<file path="src/rtl/dacfe_pkg.sv">
package dacfe_pkg;

    localparam int DAC_CODE_W = 16;
    localparam int FRAME_LEN  = 24;

    typedef enum logic [1:0] {
        PM_ACTIVE  = 2'b00,
        PM_PD_1K   = 2'b01,
        PM_PD_100K = 2'b10,
        PM_PD_OPEN = 2'b11
    } pmode_e;

    typedef enum logic [1:0] {
        FR_IDLE,
        FR_SHIFT,
        FR_HOLD
    } frame_st_e;

    typedef struct packed {
        logic sclk_fall;
        logic fs_fall;
        logic fs_high;
        logic din;
    } pin_ev_t;

    function automatic logic mode_is_off(pmode_e m);
        return m != PM_ACTIVE;
    endfunction

endpackage

</file>
<file path="src/rtl/dacfe_pin_sync.sv">
module dacfe_pin_sync
    import dacfe_pkg::*;
#(
    parameter int STAGES = 2
) (
    input  logic    clk,
    input  logic    rst,
    input  logic    sclk_i,
    input  logic    fs_n_i,
    input  logic    din_i,
    output pin_ev_t ev_o
);
    localparam int NPIN = 3;
    // bit order {din, fs_n, sclk}; idle levels: select high, clock low
    localparam logic [NPIN-1:0] IDLE_LVL = 3'b010;

    logic [NPIN-1:0]              raw;
    logic [STAGES-1:0][NPIN-1:0]  chain;
    logic [NPIN-1:0]              cur;
    logic [NPIN-1:0]              prev_q;

    assign raw = {din_i, fs_n_i, sclk_i};

    for (genvar g = 0; g < STAGES; g++) begin : g_stage
        if (g == 0) begin : g_first
            always_ff @(posedge clk) begin
                if (rst) chain[g] <= IDLE_LVL;
                else     chain[g] <= raw;
            end
        end else begin : g_next
            always_ff @(posedge clk) begin
                if (rst) chain[g] <= IDLE_LVL;
                else     chain[g] <= chain[g-1];
            end
        end
    end

    assign cur = chain[STAGES-1];

    always_ff @(posedge clk) begin
        if (rst) prev_q <= IDLE_LVL;
        else     prev_q <= cur;
    end

    always_comb begin
        ev_o.sclk_fall = prev_q[0] & ~cur[0];
        ev_o.fs_fall   = prev_q[1] & ~cur[1];
        ev_o.fs_high   = cur[1];
        ev_o.din       = cur[2];
    end
endmodule

</file>
<file path="src/rtl/dacfe_frame_shift.sv">
module dacfe_frame_shift
    import dacfe_pkg::*;
#(
    parameter int FRAME_BITS = FRAME_LEN,
    parameter int KEEP_W     = DAC_CODE_W + 2
) (
    input  logic              clk,
    input  logic              rst,
    input  pin_ev_t           ev,
    output logic              commit_o,
    output logic [KEEP_W-1:0] word_o
);
    localparam int CNT_W = $clog2(FRAME_BITS + 1);

    frame_st_e           st;
    logic [CNT_W-1:0]    cnt;
    logic [KEEP_W-2:0]   shreg;   // only the tail that carries mode and code
    logic                take_bit;

    always_comb begin
        take_bit = (st == FR_SHIFT) && !ev.fs_high && ev.sclk_fall;
        word_o   = {shreg, ev.din};
        commit_o = take_bit && (cnt == CNT_W'(FRAME_BITS - 1));
    end

    always_ff @(posedge clk) begin
        if (rst) begin
            st    <= FR_IDLE;
            cnt   <= '0;
            shreg <= '0;
        end else begin
            unique case (st)
                FR_IDLE: begin
                    if (ev.fs_fall) begin
                        st    <= FR_SHIFT;
                        cnt   <= '0;
                        shreg <= '0;
                    end
                end
                FR_SHIFT: begin
                    if (ev.fs_high) begin
                        st    <= FR_IDLE;
                        cnt   <= '0;
                        shreg <= '0;
                    end else if (take_bit) begin
                        shreg <= word_o[KEEP_W-2:0];
                        if (commit_o) begin
                            st  <= FR_HOLD;
                            cnt <= '0;
                        end else begin
                            cnt <= cnt + 1'b1;
                        end
                    end
                end
                FR_HOLD: begin
                    if (ev.fs_high) st <= FR_IDLE;
                end
                default: st <= FR_IDLE;
            endcase
        end
    end
endmodule

</file>
<file path="src/rtl/dacfe_regs.sv">
module dacfe_regs
    import dacfe_pkg::*;
#(
    parameter int CODE_W = DAC_CODE_W
) (
    input  logic              clk,
    input  logic              rst,
    input  logic              commit,
    input  logic [CODE_W+1:0] word,
    output logic [CODE_W-1:0] code_q,
    output pmode_e            mode_q,
    output logic              upd_q
);
    pmode_e            new_mode;
    logic [CODE_W-1:0] new_code;

    assign new_mode = pmode_e'(word[CODE_W+1:CODE_W]);
    assign new_code = word[CODE_W-1:0];

    always_ff @(posedge clk) begin
        if (rst) begin
            code_q <= '0;
            mode_q <= PM_ACTIVE;
            upd_q  <= 1'b0;
        end else begin
            upd_q <= commit;
            if (commit) begin
                mode_q <= new_mode;
                if (!mode_is_off(new_mode)) code_q <= new_code;
            end
        end
    end
endmodule

</file>
<file path="src/rtl/dacfe_top.sv">
module dacfe_top
    import dacfe_pkg::*;
#(
    parameter int CODE_W      = DAC_CODE_W,
    parameter int FRAME_BITS  = FRAME_LEN,
    parameter int SYNC_STAGES = 2
) (
    input  logic              clk,
    input  logic              rst,
    input  logic              sclk,
    input  logic              fsync_n,
    input  logic              sdin,
    output logic [CODE_W-1:0] dac_code,
    output logic [1:0]        term_sel,
    output logic              powered_down,
    output logic              update
);
    localparam int KEEP_W = CODE_W + 2;

    pin_ev_t           ev;
    logic              commit;
    logic [KEEP_W-1:0] word;
    pmode_e            mode_q;

    dacfe_pin_sync #(.STAGES(SYNC_STAGES)) u_sync (
        .clk    (clk),
        .rst    (rst),
        .sclk_i (sclk),
        .fs_n_i (fsync_n),
        .din_i  (sdin),
        .ev_o   (ev)
    );

    dacfe_frame_shift #(.FRAME_BITS(FRAME_BITS), .KEEP_W(KEEP_W)) u_shift (
        .clk      (clk),
        .rst      (rst),
        .ev       (ev),
        .commit_o (commit),
        .word_o   (word)
    );

    dacfe_regs #(.CODE_W(CODE_W)) u_regs (
        .clk    (clk),
        .rst    (rst),
        .commit (commit),
        .word   (word),
        .code_q (dac_code),
        .mode_q (mode_q),
        .upd_q  (update)
    );

    assign term_sel     = mode_q;
    assign powered_down = mode_is_off(mode_q);
endmodule

</file>
<file path="config.mk">
export PLATFORM = sky130hd
export DESIGN_NAME = dacfe_top
export DESIGN_NICKNAME = d
export VERILOG_FILES = /design/src/rtl/dacfe_pkg.sv /design/src/rtl/dacfe_pin_sync.sv /design/src/rtl/dacfe_frame_shift.sv /design/src/rtl/dacfe_regs.sv /design/src/rtl/dacfe_top.sv
export SDC_FILE = /design/constraint.sdc
export NUM_CORES = 1
export LEC_CHECK = 0
export BUFFER_PORTS_ARGS = -buffer_cell sky130_fd_sc_hd__buf_2
export CORE_ASPECT_RATIO = 1.2
export CORE_MARGIN = 1
export CORE_UTILIZATION = 58
export CTS_BUF_LIST = sky130_fd_sc_hd__clkbuf_8
export CTS_CLUSTER_SIZE = 30
export DETAILED_ROUTE_END_ITERATION = 16
export PLACE_DENSITY = 0.87
export RECOVER_POWER = 50
export SLEW_MARGIN = 15
export SYNTH_ARGS = -nofsm -noshare
export SYNTH_HDL_FRONTEND = slang
export SYNTH_SLANG_ARGS = --single-unit
</file>
<file path="constraint.sdc">
create_clock -name clk -period 3.48 [get_ports clk]
set_input_delay 0.174 -clock clk [delete_from_list [all_inputs] [get_ports clk]]
set_output_delay 0.174 -clock clk [all_outputs]
set_load 0.03 [all_outputs]
</file>
==> metrics.txt <==
outcome=complete, but fails checks; failing checks=max-capacitance violations, max-slew violations; IO Count=25; max-cap violations=1; Yosys reg bits=~50; final hold vios=0; CTS resizes=0; Comb pwr share=3.4%; Die Footprint=0.00358 mm2; TritonCTS clock tree=built; cell internal pwr=roughly 830 uW; Hold Buf Count CTS=0; layout cells sized above 1=11.7%; crit end category=register; Core Area=0.00311 mm2; Synth Cell Area=a little under 0.002 mm2; CP arrival=1.95 ns; Final Skew=~0.011 ns; Inserted Clock Buffers=5; clock share of power=40.4%; Setup WS post-layout=~1.7 ns; Period minus WS final=1.83 ns; drt first pass iters=4; HPWL after detailed placement=between 2000 and 2500 um; Setup violations, final=0; clock latency on the worst-skew pair=about 0.31 ns; largest area contributor in the netlist=dfxtp_1; relative slew slack=-35.0%; Clock Path Buffers=2; synth cell count leaders=dfxtp_1 (51), nand3_1 (23), nor2_1 (23); RSZ-0062 raised after global routing=false; pre-CTS setup slack=between 1.5 and 2 ns; number of synthesized flops with an enable pin=0; Vias=between 1000 and 1500; Final Cycle Share=~53%; global placer's final weighted congestion=around 0.81; Pins Over Slew Limit=52; largest net degree at the start of global routing=52; top_reg_cell synth=dfxtp_1; Initial Utilization=62.4%; worst slew pin tran=2.02 ns; Synth area leaders=dfxtp_1 (53%), mux2i_1 (9.3%), nand3_1 (5.9%); post-synth top area share=52.6%; ys async rst share=0%; Inserted Diodes=0; width of the die=roughly 55 um; fin nets=around 230; CP startpoint kind=input port; P_leak=0.000862 uW; clock transition at the registers of the reported paths=about 0.080 ns; Fillers=between 200 and 300; vias in the first global route=~1200; Pwr Density=between 400 and 500 mW/mm2; WP data required=3.60 ns; synthesized netlist cell count=between 200 and 250; Area Overhead vs Synth=9.93%; synth unique cells=32; Switch Pwr=~220 uW; clock sink total=~50; Via density=about 5.5; final WL=3320 um; worst vdd ir=~0.00048 V; Residual DRC=0; Tot GR Track Use=roughly 20%; post-CTS setup repair buffer count=0; antenna-violating nets left=0; Synth Area per Inst=between 9 and 10 um2; switch share=a little over a fifth; initial antenna violation count=0; CTS H-tree depth=2; IO buf count=24; CTS root buf=clkbuf_8; Overflow after GRT=0; WL/cell=12.8 um; Iter 0 DRT Violations=between 40 and 50; Critical Path Fanout Max=51; first-pass GRT wire length=5200 um; FMAX=0.547 GHz; Pwr Total=~1000 uW; path type of the worst min-delay path=in2reg; Rows=22; Yosys warnings=0; count leader, synth=dfxtp_1; Seq/Total Area, Yosys=approximately 53%; Syn Nets=around 210; WS Path Type=in2reg; Seq pwr share=a little under three fifths; Total Negative Setup Slacks=0 ns; Die Height=65.4 um
kinds of logic (layout without fill, tap and decap cells):
kind of cell / count (synthesis) / in the layout / synth area share (%)
AO/OA/AOI/OAI: 28 / 28 / 8.90
adder cells (fa/ha/maj): 1 / 1 / 0.645
AND/OR/NAND/NOR: 89 / 89 / 23.7
flip-flops: 51 / 51 / 52.6
buffers and inverters: 14 / 35 / 4.25
multiplexers: 19 / 19 / 9.86
metal layers:
metal	up-vias	track usage, %	wire [um]
met1	661	26.6	1560
met3	4	7.87	150
met4	0	10.9	58
li1	726	-	-
met5	-	0	0
met2	32	28.2	1540
placed cells by master (no fill, tap or decap), types with 2 or more instances in the layout:
cell type  instances
buf_4              2
nor2b_1            6
a31oi_1            2
dfxtp_1           51
or2_2              4
mux2i_1           18
buf_2              3
nand2_1           21
a21oi_1           20
a21oi_2            2
nand2b_1           2
nand3_1           23
nor2_1            23
clkbuf_1          21
clkbuf_8           6
flip-flops by register name (all words and copies together) (netlist names):
register / cells
u_shift.shreg: 17
u_regs.code_q: 16
u_shift.cnt: 5
u_sync.chain: 3
u_sync.cur: 3
u_regs.mode_q: 2
u_shift.st: 2
u_sync.prev_q: 2
u_regs.upd_q: 1
worst paths after layout:
path	startpoint	end	slack, ns	cells past startpoint
worst max-delay path	rst	u_shift.cnt[0]	1.65	3
worst min-delay path	fsync_n	u_sync.chain[1]	0.05	2
worst max register to register	u_shift.cnt[0]	u_regs.code_q[9]	1.71	5
worst min register to register	u_sync.chain[1]	u_sync.cur[1]	0.43	1
power groups by stage:
stage	logic (uW)	registers [uW]	clock network, uW
2_1_floorplan	32.5	603	0
3_3_place_gp	35.5	604	0
3_5_place_dp	35.8	604	0
4_1_cts	35.7	590	427
5_1_grt	38.6	591	454
6_report	35.4	590	423
layout make-up:
class                      count  area (um2)  share of cell area [%]
clock inverter                 2        35.0                    1.64
sequential                    51        1020                    47.9
multi-input combinational    137         837                    39.2
tap                           36        45.0                    2.11
inverter                       1        3.75                   0.176
clock buffer                   6        82.6                    3.87
timing repair buffer          26         109                    5.10
stage by stage:
stage / hold WS (ns) / instances / utilization [%] / instance area (um2)
finish: 0.0492 / 259 / 68.6 / 2130
global route: 0.0465 / 259 / 68.6 / 2130
CTS: 0.0433 / 259 / 69.4 / 2160
detailed placement: 0.360 / 251 / 65.6 / 2040
global placement: 0.358 / 251 / 65.6 / 2040
floorplan: 0.278 / 202 / - / 1940
critical path: stages:
cell      delay, ns
clkbuf_1       1.42
nand3b_1       0.26
o31ai_2        0.08
(Power assumes the default switching activity.)
